===== config.mk =====
export PLATFORM = sky130hd
export DESIGN_NAME = bridge_err_mask_mon
export DESIGN_NICKNAME = d
export VERILOG_FILES = /design/src/rtl/errmon_pkg.sv /design/src/rtl/errmon_retry_timer.sv /design/src/rtl/errmon_cfg_reg.sv /design/src/rtl/errmon_status.sv /design/src/rtl/bridge_err_mask_mon.sv
export SDC_FILE = /design/constraint.sdc
export NUM_CORES = 1
export LEC_CHECK = 0
export CORE_MARGIN = 4
export CORE_UTILIZATION = 46
export CTS_BUF_LIST = sky130_fd_sc_hd__clkbuf_4
export CTS_CLUSTER_DIAMETER = 40
export DETAILED_ROUTE_END_ITERATION = 16
export PLACE_DENSITY_LB_ADDON = 0.12
export SLEW_MARGIN = 20
export SYNTH_ARGS = -nofsm -noshare
export SYNTH_HDL_FRONTEND = slang
export SYNTH_SLANG_ARGS = --single-unit

===== constraint.sdc =====
create_clock -name clk -period 2.4 [get_ports clk]
set_input_delay 0.72 -clock clk [delete_from_list [all_inputs] [get_ports clk]]
set_output_delay 0.72 -clock clk [all_outputs]
set_load 0.01 [all_outputs]

===== src/rtl/errmon_pkg.sv =====
package errmon_pkg;

   localparam int unsigned REG_W = 8;

   // Event positions inside the mask and status registers
   localparam int unsigned EVB_PW_PERR = 1;
   localparam int unsigned EVB_PW_TMO  = 2;
   localparam int unsigned EVB_PW_TABT = 3;
   localparam int unsigned EVB_PW_MABT = 4;
   localparam int unsigned EVB_DW_TMO  = 5;
   localparam int unsigned EVB_DR_TMO  = 6;

   // Bits that hold state; 7 and 0 are reserved zero
   localparam logic [REG_W-1:0] LIVE_BITS = 8'h7E;

   localparam int unsigned N_XFER = 3;

   typedef enum logic [1:0] {
      XFER_DR = 2'd0,
      XFER_DW = 2'd1,
      XFER_PW = 2'd2
   } xfer_e;

   function automatic int unsigned tmo_bit(input int unsigned k);
      case (k)
         0:       return EVB_DR_TMO;
         1:       return EVB_DW_TMO;
         default: return EVB_PW_TMO;
      endcase
   endfunction

endpackage


===== src/rtl/errmon_retry_timer.sv =====
module errmon_retry_timer #(
   parameter int unsigned CNT_W = 24
) (
   input  logic             clk,
   input  logic             rst_n,
   input  logic             retry,
   input  logic             clear,
   output logic             timeout,
   output logic [CNT_W-1:0] count
);

   logic [CNT_W-1:0] cnt_q;
   logic             fired_q;
   logic             at_max;

   assign at_max  = &cnt_q;
   // Limit-th retry fires once; a completing transaction never fires
   assign timeout = retry & ~clear & ~fired_q & at_max;
   assign count   = cnt_q;

   always_ff @(posedge clk or negedge rst_n) begin
      if (!rst_n) begin
         cnt_q   <= '0;
         fired_q <= 1'b0;
      end else if (clear) begin
         cnt_q   <= '0;
         fired_q <= 1'b0;
      end else if (retry && !fired_q) begin
         if (at_max) fired_q <= 1'b1;
         else        cnt_q   <= cnt_q + 1'b1;
      end
   end

endmodule


===== src/rtl/errmon_cfg_reg.sv =====
module errmon_cfg_reg #(
   parameter int unsigned AW    = 8,
   parameter int unsigned OFS   = 'h64,
   parameter logic [7:0]  WMASK = 8'h7E
) (
   input  logic          clk,
   input  logic          rst_n,
   input  logic [AW-1:0] addr,
   input  logic          wr,
   input  logic [7:0]    wdata,
   output logic [7:0]    q
);

   localparam logic [AW-1:0] SEL_ADDR = AW'(OFS);

   logic hit;
   assign hit = wr && (addr == SEL_ADDR);

   always_ff @(posedge clk or negedge rst_n) begin
      if (!rst_n)   q <= '0;
      else if (hit) q <= wdata & WMASK;
   end

endmodule


===== src/rtl/errmon_status.sv =====
module errmon_status #(
   parameter int unsigned AW    = 8,
   parameter int unsigned OFS   = 'h65,
   parameter logic [7:0]  LIVE  = 8'h7E
) (
   input  logic          clk,
   input  logic          rst_n,
   input  logic [7:0]    evt,
   input  logic [7:0]    mask,
   input  logic [AW-1:0] addr,
   input  logic          wr,
   input  logic [7:0]    wdata,
   output logic [7:0]    sticky,
   output logic          req
);

   localparam logic [AW-1:0] SEL_ADDR = AW'(OFS);

   logic [7:0] clr_bits;
   logic [7:0] st_next;
   logic       any_live;

   always_comb begin
      clr_bits = (wr && (addr == SEL_ADDR)) ? wdata : 8'h00;
      // A new event outranks a clear in the same cycle
      st_next  = ((sticky & ~clr_bits) | evt) & LIVE;
      any_live = |(evt & ~mask & LIVE);
   end

   always_ff @(posedge clk or negedge rst_n) begin
      if (!rst_n) begin
         sticky <= '0;
         req    <= 1'b0;
      end else begin
         sticky <= st_next;
         req    <= any_live;
      end
   end

endmodule


===== src/rtl/bridge_err_mask_mon.sv =====
module bridge_err_mask_mon
   import errmon_pkg::*;
#(
   parameter int unsigned RETRY_W   = 24,
   parameter int unsigned CFG_AW    = 8,
   parameter int unsigned MASK_OFS  = 'h64,
   parameter int unsigned STAT_OFS  = 'h65,
   parameter bit          RDATA_REG = 1'b0
) (
   input  logic              clk,
   input  logic              rst_n,
   input  logic [CFG_AW-1:0] cfg_addr,
   input  logic              cfg_wr,
   input  logic [7:0]        cfg_wdata,
   output logic [7:0]        cfg_rdata,
   input  logic              dr_retry,
   input  logic              dr_done,
   input  logic              dw_retry,
   input  logic              dw_done,
   input  logic              pw_retry,
   input  logic              pw_done,
   input  logic              pw_mabort,
   input  logic              pw_tabort,
   input  logic              pw_perr,
   output logic              serr_req,
   output logic [7:0]        err_status
);

   localparam int unsigned    CNT_FLAT_W = N_XFER * RETRY_W;
   localparam logic [CFG_AW-1:0] MASK_A = CFG_AW'(MASK_OFS);
   localparam logic [CFG_AW-1:0] STAT_A = CFG_AW'(STAT_OFS);

   // Elaboration checks
   if (RETRY_W < 2 || RETRY_W > 32) begin : g_bad_retry_w
      $error("RETRY_W must lie in 2..32");
   end
   if (CFG_AW < 7 || CFG_AW > 16) begin : g_bad_cfg_aw
      $error("CFG_AW must lie in 7..16");
   end
   if (MASK_OFS == STAT_OFS) begin : g_bad_ofs
      $error("MASK_OFS and STAT_OFS must differ");
   end
   if (MASK_OFS >= (1 << CFG_AW) || STAT_OFS >= (1 << CFG_AW)) begin : g_bad_range
      $error("offsets exceed the CFG_AW address range");
   end

   logic [N_XFER-1:0]     retry_v;
   logic [N_XFER-1:0]     clear_v;
   logic [N_XFER-1:0]     tmo_v;
   logic [CNT_FLAT_W-1:0] cnt_flat;
   logic [7:0]            mask_q;
   logic [7:0]            evt_v;
   logic [7:0]            rd_next;

   assign retry_v[XFER_DR] = dr_retry;
   assign retry_v[XFER_DW] = dw_retry;
   assign retry_v[XFER_PW] = pw_retry;
   assign clear_v[XFER_DR] = dr_done;
   assign clear_v[XFER_DW] = dw_done;
   assign clear_v[XFER_PW] = pw_done | pw_mabort | pw_tabort;

   for (genvar k = 0; k < N_XFER; k++) begin : g_timer
      errmon_retry_timer #(.CNT_W(RETRY_W)) u_timer (
         .clk     (clk),
         .rst_n   (rst_n),
         .retry   (retry_v[k]),
         .clear   (clear_v[k]),
         .timeout (tmo_v[k]),
         .count   (cnt_flat[k*RETRY_W +: RETRY_W])
      );
   end

   always_comb begin
      evt_v = '0;
      for (int k = 0; k < N_XFER; k++) begin
         evt_v[tmo_bit(k)] = tmo_v[k];
      end
      evt_v[EVB_PW_MABT] = pw_mabort;
      evt_v[EVB_PW_TABT] = pw_tabort;
      evt_v[EVB_PW_PERR] = pw_perr;
   end

   errmon_cfg_reg #(
      .AW(CFG_AW), .OFS(MASK_OFS), .WMASK(LIVE_BITS)
   ) u_mask (
      .clk   (clk),
      .rst_n (rst_n),
      .addr  (cfg_addr),
      .wr    (cfg_wr),
      .wdata (cfg_wdata),
      .q     (mask_q)
   );

   errmon_status #(
      .AW(CFG_AW), .OFS(STAT_OFS), .LIVE(LIVE_BITS)
   ) u_status (
      .clk    (clk),
      .rst_n  (rst_n),
      .evt    (evt_v),
      .mask   (mask_q),
      .addr   (cfg_addr),
      .wr     (cfg_wr),
      .wdata  (cfg_wdata),
      .sticky (err_status),
      .req    (serr_req)
   );

   always_comb begin
      if      (cfg_addr == MASK_A) rd_next = mask_q;
      else if (cfg_addr == STAT_A) rd_next = err_status;
      else                         rd_next = 8'h00;
   end

   if (RDATA_REG) begin : g_rd_reg
      logic [7:0] rd_q;
      always_ff @(posedge clk or negedge rst_n) begin
         if (!rst_n) rd_q <= '0;
         else        rd_q <= rd_next;
      end
      assign cfg_rdata = rd_q;
   end else begin : g_rd_comb
      assign cfg_rdata = rd_next;
   end

endmodule


==> results of run 1 <==
-- power by group --
part	switching, mW	internal [mW]	total, mW
Clock	0.531	0.424	0.955
Sequential	0.0138	1.50	1.51
Combinational	0.104	0.0806	0.185
-- worst reg2reg max path, delay by kind of cell, from the launching register on --
kind                     cells  cell delay [ns]
AND/OR/NAND/NOR              3             0.59
AO/OA/AOI/OAI                1             0.47
flip-flops                   1             0.43
adder cells (fa/ha/maj)      1             0.20
buffers and inverters        1             0.18
multiplexers                 1             0.18
-- stage by stage --
step           utilization, %  cell area (µm²)  cells  TNS, ns  total power, mW
2_1_floorplan               -             4790    509        0             1.61
3_3_place_gp             55.1             5490    688    -7.43             1.72
3_5_place_dp             55.1             5490    688    -7.41             1.73
4_1_cts                  56.6             5630    703   -0.466             2.69
5_1_grt                  56.7             5650    704   -0.893             2.78
6_report                 56.7             5650    704   -0.379             2.65
-- logic make-up after synthesis --
kind of cell / after synthesis
AO/OA/AOI/OAI: 108
XOR/XNOR: 31
adder cells (fa/ha/maj): 3
buffers and inverters: 43
flip-flops: 88
multiplexers: 12
other: 1
AND/OR/NAND/NOR: 220
-- path summary, 6_finish.rpt --
kind	slack, ns	endpoint	depth (start not counted)	startpoint
setup / recovery	-0.09	cfg_rdata[2]	7	cfg_addr[7]
hold / removal	0.09	g_timer[1].u_timer.count[23]$_DFFE_PN0P_	1	rst_n
setup reg to reg	0.27	g_timer[0].u_timer.count[1]$_DFFE_PN0P_	7	g_timer[0].u_timer.count[0]$_DFFE_PN0P_
hold reg to reg	0.54	u_status.sticky[4]$_DFF_PN0_	1	u_status.sticky[4]$_DFF_PN0_
max in group asynchronous	1.76	g_timer[2].u_timer.count[16]$_DFFE_PN0P_	2	rst_n
min in group clk	0.54	u_status.sticky[4]$_DFF_PN0_	1	u_status.sticky[4]$_DFF_PN0_
-- registers in the layout, summed over array words and instances (netlist names) --
signal and count:
g_timer.u_timer.count 72, u_mask.q 6, u_status.req 1, g_timer.u_timer.fired_q 3
u_status.sticky 6
-- layer usage --
metal / wire [µm] / GRT usage, % / up-vias / share of wire, %
li1: - / - / 1972 / -
met1: 4920 / 24.6 / 1953 / 46
met2: 5150 / 32.3 / 81 / 48
met3: 503 / 6.11 / 13 / 4.7
met4: 121 / 5.34 / 2 / 1.1
met5: 7 / 0 / - / 0.065
-- cells in the final DEF (no fill, tap or decap), drive strengths merged, types with 16 or more instances in the layout --
master,netlist,routed
nand2,35,35
a21oi,34,34
nand3,27,27
nand4,22,22
buf,14,46
nor2,53,53
or4,16,16
dfrtp,88,88
clkdlybuf4s50,0,23
or3,25,25
xor2,17,17
inv,18,19
o21ai,30,30
-- what timing repair did --
| action | CTS | global route |
|---|---|---|
| resized for setup | 60 | 2 |
| pin swaps | 8 | 7 |
| cloned | 0 | 0 |
| buffers inserted | 1 | 1 |
| setup endpoints to repair | 6 | 9 |
-- area by class of cell --
cell class              count  area share (%)
clock buffers               9            1.20
clock inverters             7            1.68
inverters                  18            1.20
multi-input cells         378            42.9
flip-flops and latches     88            39.0
well taps                 133            2.95
repair buffers             71            11.1
==> results.sh, run 1 <==
export IMPL_grt_start_max_net_pins=56
export IMPL_final_antenna_net_count=0
export IMPL_ys_seq_elements=88
export IMPL_netlist_top_cells_area="sky130_fd_sc_hd__dfrtp_1, sky130_fd_sc_hd__nor2_1, sky130_fd_sc_hd__a21oi_1"
export IMPL_finalMaxSlewViolations=0
export IMPL_crit_buf_inv=3
export IMPL_final_layout_size_suffix_gt1_share_pct=15.9
export IMPL_holdWs_ns=0.0887
export IMPL_cts_inserted_buffers=9
export IMPL_powerDensity_mw_per_mm2=469
export IMPL_synth_seq_area_share_pct=46.0
export IMPL_worst_endpoint_required_ns=1.68
export IMPL_failed_checks="setup timing"
export IMPL_finalNetCount=597
export IMPL_post_synth_most_frequent_cells="sky130_fd_sc_hd__dfrtp_1, sky130_fd_sc_hd__nor2_1, sky130_fd_sc_hd__nand2_1, sky130_fd_sc_hd__a21oi_1, sky130_fd_sc_hd__o21ai_0"
export IMPL_route_detailed_drc=0
export IMPL_critPathLaunchType="input port"
export IMPL_floorplan_core_area_mm2=0.00995
export IMPL_holdCritPathClass="in -> async"
export IMPL_criticalPathCategory="in -> out"
export IMPL_num_io_pins=45
export IMPL_grt_util_all_layers_pct=19.5
export IMPL_multi_input_comb_area_mm2=0.00242
export IMPL_antenna_diode_count=0
export IMPL_clock_root_buffer="sky130_fd_sc_hd__clkbuf_4"
export IMPL_main_combinational_cell_family_by_area_after_synthesis="simple AND/OR/NAND/NOR gates"
export IMPL_finClkSkew_ns=0.0173
export IMPL_first_global_vias=4002
export IMPL_synthesized_area_fraction_occupied_by_ao_oa_aoi_and_oai_cells_pct=15.5
export IMPL_yosys_warnings=0
export IMPL_critical_path_top_cell_by_count="sky130_fd_sc_hd__buf_2"
export IMPL_worstPathCellList="buf_2 > nor3b_4 > nand2_1 > nor2_1 > buf_4 > a22o_1 > buf_2"
export IMPL_port_buffers=38
export IMPL_cts_sinks=88
export IMPL_routed_wire_length_per_instance_um=15.2
export IMPL_netlist_area_mm2=0.00478
export IMPL_outcome="complete, but fails checks"
export IMPL_grt_overflow_total=0
export IMPL_detail_route_vias_per_cell=5.71
export IMPL_clock_latency_ns=0.46
export IMPL_route_vias_total=4021
export IMPL_gp_routability_congestion=0.799
export IMPL_grt_first_pass_wirelength_mm=18.6
export IMPL_dr_pass1_iters=4
export IMPL_muxShareOfSynthArea_pct=2.69
export IMPL_initial_utilization_pct=48.0
export IMPL_first_iter_violations=207
export IMPL_synth_simple_area_share_pct=25.0
export IMPL_regArea_mm2=0.00220
export IMPL_async_flop_share_pct=100
export IMPL_yosysMostFrequentCell="sky130_fd_sc_hd__dfrtp_1"
export IMPL_die_height_um=110
export IMPL_max_slew_worst_pin_slew_ns=0.574
export IMPL_post_synth_inst_count=506
export IMPL_setup_viol_count_final=6
export IMPL_synth_edff_count=0
export IMPL_post_cts_hold_buffer_count=0
export IMPL_max_capacitance_violation_count=0
export IMPL_post_route_period_util_pct=104
export IMPL_fill_cells=879
export IMPL_cpPeakStageDelay_ns=0.27
export IMPL_floorplan_die_area_mm2=0.0121
export IMPL_clock_transition_at_the_registers_of_the_reported_paths_ns=0.15
export IMPL_post_place_ws_ns=-0.976
export IMPL_die_width_um=110
export IMPL_synthDistinctLibCells=56
export IMPL_post_dp_hpwl_mm=7.85
export IMPL_grt_setup_unrepaired="true"
export IMPL_power_ir_vdd_worst_v=0.000362
export IMPL_slew_limit_headroom_pct=61.4
export IMPL_clockBufferDepth=2
export IMPL_yosysTopAreaCellShare_pct=46.0
export IMPL_yosysTopAreaCell="sky130_fd_sc_hd__dfrtp_1"
export IMPL_timing_final_hold_violations=0
export IMPL_postRouteWirelength_mm=10.7
export IMPL_cts_tree="built"
export IMPL_placement_rows=36
export IMPL_yosys_most_used_dff="sky130_fd_sc_hd__dfrtp_1"
export IMPL_crit_path_max_delay_family="simple AND/OR/NAND/NOR gates"
export IMPL_critPathCaptureType="output pin"
export IMPL_fmaxAchievable_mhz=402
export IMPL_area_delta_synth_final_pct=18.1
export IMPL_synthAdderAreaFrac_pct=0.785
export IMPL_power_static_leakage_nw=2.23
export IMPL_postLayoutSetupSlackWorst_ns=-0.0902
export IMPL_cts_max_level=3
export IMPL_synth_xor_area_share_pct=5.68
export IMPL_final_min_clock_period_ns=2.49
export IMPL_synthesis_area_per_instance_um2=9.45
export IMPL_timing_critical_path_fanout_max=7
export IMPL_cp_arrival_ns=1.77
export IMPL_slowest_stage="sky130_fd_sc_hd__nor3b_4"
export IMPL_grt_antenna_before_repair=1
No activity file was read; power rests on OpenSTA's default activity.
==> run 2, diff against run 1 <==
==> constraint.sdc (replaced) <==
create_clock -name clk -period 3.1 [get_ports clk]
set_input_delay 0.93 -clock clk [delete_from_list [all_inputs] [get_ports clk]]
set_output_delay 0.93 -clock clk [all_outputs]
set_load 0.01 [all_outputs]
==> results.sh, run 2 (same netlist as run 1, synthesis figures left out) <==
export IMPL_outcome="complete, no violations"
export IMPL_power_ir_vdd_worst_v=0.000264
export IMPL_first_iter_violations=200
export IMPL_grt_setup_unrepaired="false"
export IMPL_antenna_diode_count=0
export IMPL_postRouteWirelength_mm=10.5
export IMPL_timing_final_hold_violations=0
export IMPL_cts_sinks=88
export IMPL_clockBufferDepth=2
export IMPL_dr_pass1_iters=4
export IMPL_grt_antenna_before_repair=0
export IMPL_post_dp_cell_area_mm2=0.00534
export IMPL_grt_util_all_layers_pct=19.0
export IMPL_floorplan_core_area_mm2=0.00995
export IMPL_route_vias_total=3892
export IMPL_met3_wirelength_um=484
export IMPL_grt_overflow_total=0
export IMPL_num_io_pins=45
export IMPL_clock_transition_at_the_registers_of_the_reported_paths_ns=0.13
export IMPL_slew_limit_headroom_pct=55.9
export IMPL_post_route_period_util_pct=98.5
export IMPL_grt_first_pass_wirelength_mm=18.0
export IMPL_post_cts_hold_buffer_count=0
export IMPL_worst_endpoint_required_ns=2.17
export IMPL_max_slew_worst_pin_slew_ns=0.661
export IMPL_cts_max_level=3
export IMPL_detail_route_vias_per_cell=5.68
export IMPL_placement_rows=36
export IMPL_commonest_non_fill_non_tap_cells_in_the_layout="sky130_fd_sc_hd__dfrtp_1, sky130_fd_sc_hd__nor2_1, sky130_fd_sc_hd__nand2_1, sky130_fd_sc_hd__a21oi_1, sky130_fd_sc_hd__o21ai_0"
export IMPL_die_height_um=110
export IMPL_finalNetCount=580
export IMPL_holdCritPathClass="in -> async"
export IMPL_wl_met1_mm=4.75
export IMPL_initial_utilization_pct=48.0
export IMPL_most_common_cell_after_layout_fill_and_taps_aside="sky130_fd_sc_hd__dfrtp_1"
export IMPL_finClkSkew_ns=0.0123
export IMPL_clock_root_buffer="sky130_fd_sc_hd__clkbuf_4"
export IMPL_finalMaxSlewViolations=0
export IMPL_timing_critical_path_fanout_max=2
export IMPL_fmaxAchievable_mhz=328
export IMPL_post_dp_hpwl_mm=7.40
export IMPL_postLayoutSetupSlackWorst_ns=0.0473
export IMPL_non_filler_cells_final=685
export IMPL_dr_max_layer_used="met4"
export IMPL_first_global_vias=3825
export IMPL_port_buffers=38
export IMPL_floorplan_die_area_mm2=0.0121
export IMPL_setup_viol_count_final=0
export IMPL_post_place_ws_ns=-0.671
export IMPL_cp_arrival_ns=2.12
export IMPL_power_static_leakage_nw=2.11
export IMPL_criticalPathCategory="in -> out"
export IMPL_largest_reg_flops=72
export IMPL_clock_latency_ns=0.45
export IMPL_critPathLaunchType="input port"
export IMPL_reg2reg_depth=6
export IMPL_die_width_um=110
export IMPL_routed_wire_length_per_instance_um=15.3
export IMPL_setup_tns_ns=0
export IMPL_max_capacitance_violation_count=0
export IMPL_cts_tree="built"
export IMPL_final_layout_size_suffix_gt1_share_pct=12.1
export IMPL_area_delta_synth_final_pct=13.7
export IMPL_fill_cells=904
export IMPL_post_route_cell_area_mm2=0.00544
export IMPL_critPathCaptureType="output pin"
export IMPL_final_antenna_net_count=0
export IMPL_final_min_clock_period_ns=3.05
export IMPL_powerDensity_mw_per_mm2=339
export IMPL_wl_met2_mm=5.07
export IMPL_gp_routability_congestion=0.800
export IMPL_route_detailed_drc=0
export IMPL_cts_inserted_buffers=9
export IMPL_place_inst=671
export IMPL_grt_start_max_net_pins=41
run 2: changes by cell type in the layout (fill, tap and decap cells not counted), moves of 2 or more:
cell,delta
sky130_fd_sc_hd__bufinv_16,-2
sky130_fd_sc_hd__buf_4,-15
sky130_fd_sc_hd__buf_2,-5
sky130_fd_sc_hd__buf_8,-2
sky130_fd_sc_hd__buf_12,-2
sky130_fd_sc_hd__dlygate4sd2_1,+2
sky130_fd_sc_hd__clkdlybuf4s15_2,+2
run 2: metrics by stage:
| stage | util, % | power, mW | hold WS [ns] |
|---|---|---|---|
| floorplan | - | 1.25 | 0.482 |
| global placement | 53.6 | 1.32 | 0.512 |
| detailed placement | 53.6 | 1.33 | 0.507 |
| CTS | 54.9 | 1.88 | 0.431 |
| global route | 54.6 | 1.94 | 0.442 |
| finish | 54.6 | 1.84 | 0.455 |
run 2: cell type report:
cell class / count / area, µm² / share of cell area (%)
multi-input cells: 378 / 2420 / 44.5
flip-flops and latches: 88 / 2200 / 40.5
clock buffers: 10 / 75.1 / 1.38
well taps: 133 / 166 / 3.06
clock inverters: 4 / 23.8 / 0.437
inverters: 18 / 67.6 / 1.24
repair buffers: 54 / 484 / 8.90
run 2: per-layer routing:
metal	up-vias	global-route usage (%)
met5	-	0
met4	0	5.34
met3	11	5.87
met2	73	29.9
met1	1888	25.3
li1	1920	-
run 2: worst paths after layout:
kind                                                              start                                        to  slack (ns)
worst max-delay path                                        cfg_addr[1]                              cfg_rdata[2]        0.05
worst min-delay path                                              rst_n  g_timer[1].u_timer.count[18]$_DFFE_PN0P_        0.45
worst max register to register  g_timer[1].u_timer.count[0]$_DFFE_PN0P_  g_timer[1].u_timer.count[13]$_DFFE_PN0P_        0.73
worst min register to register             u_status.sticky[1]$_DFF_PN0_              u_status.sticky[1]$_DFF_PN0_        0.54
max in group asynchronous                                         rst_n  g_timer[2].u_timer.count[20]$_DFFE_PN0P_        2.01
min in group clk                           u_status.sticky[1]$_DFF_PN0_              u_status.sticky[1]$_DFF_PN0_        0.54
run 2: repair_timing:
item	CTS	global route
gates resized for setup	38	7
pin swaps	4	2
endpoints found under the setup margin	6	5
buffers inserted	1	0
run 2: worst max-delay path, cell delays in order:
cell	delay (ns)
sky130_fd_sc_hd__clkdlybuf4s15_2	0.22
sky130_fd_sc_hd__nor4bb_4	0.30
sky130_fd_sc_hd__and3_4	0.23
sky130_fd_sc_hd__buf_4	0.10
sky130_fd_sc_hd__buf_4	0.10
sky130_fd_sc_hd__a22o_1	0.14
sky130_fd_sc_hd__buf_6	0.11
run 2: power breakdown:
group / leakage [nW] / switching, mW / internal (mW) / total [mW]
sequential: 1.20 / 0.0106 / 1.16 / 1.17
clock: 0.0518 / 0.380 / 0.161 / 0.542
combinational: 0.860 / 0.0791 / 0.0544 / 0.134
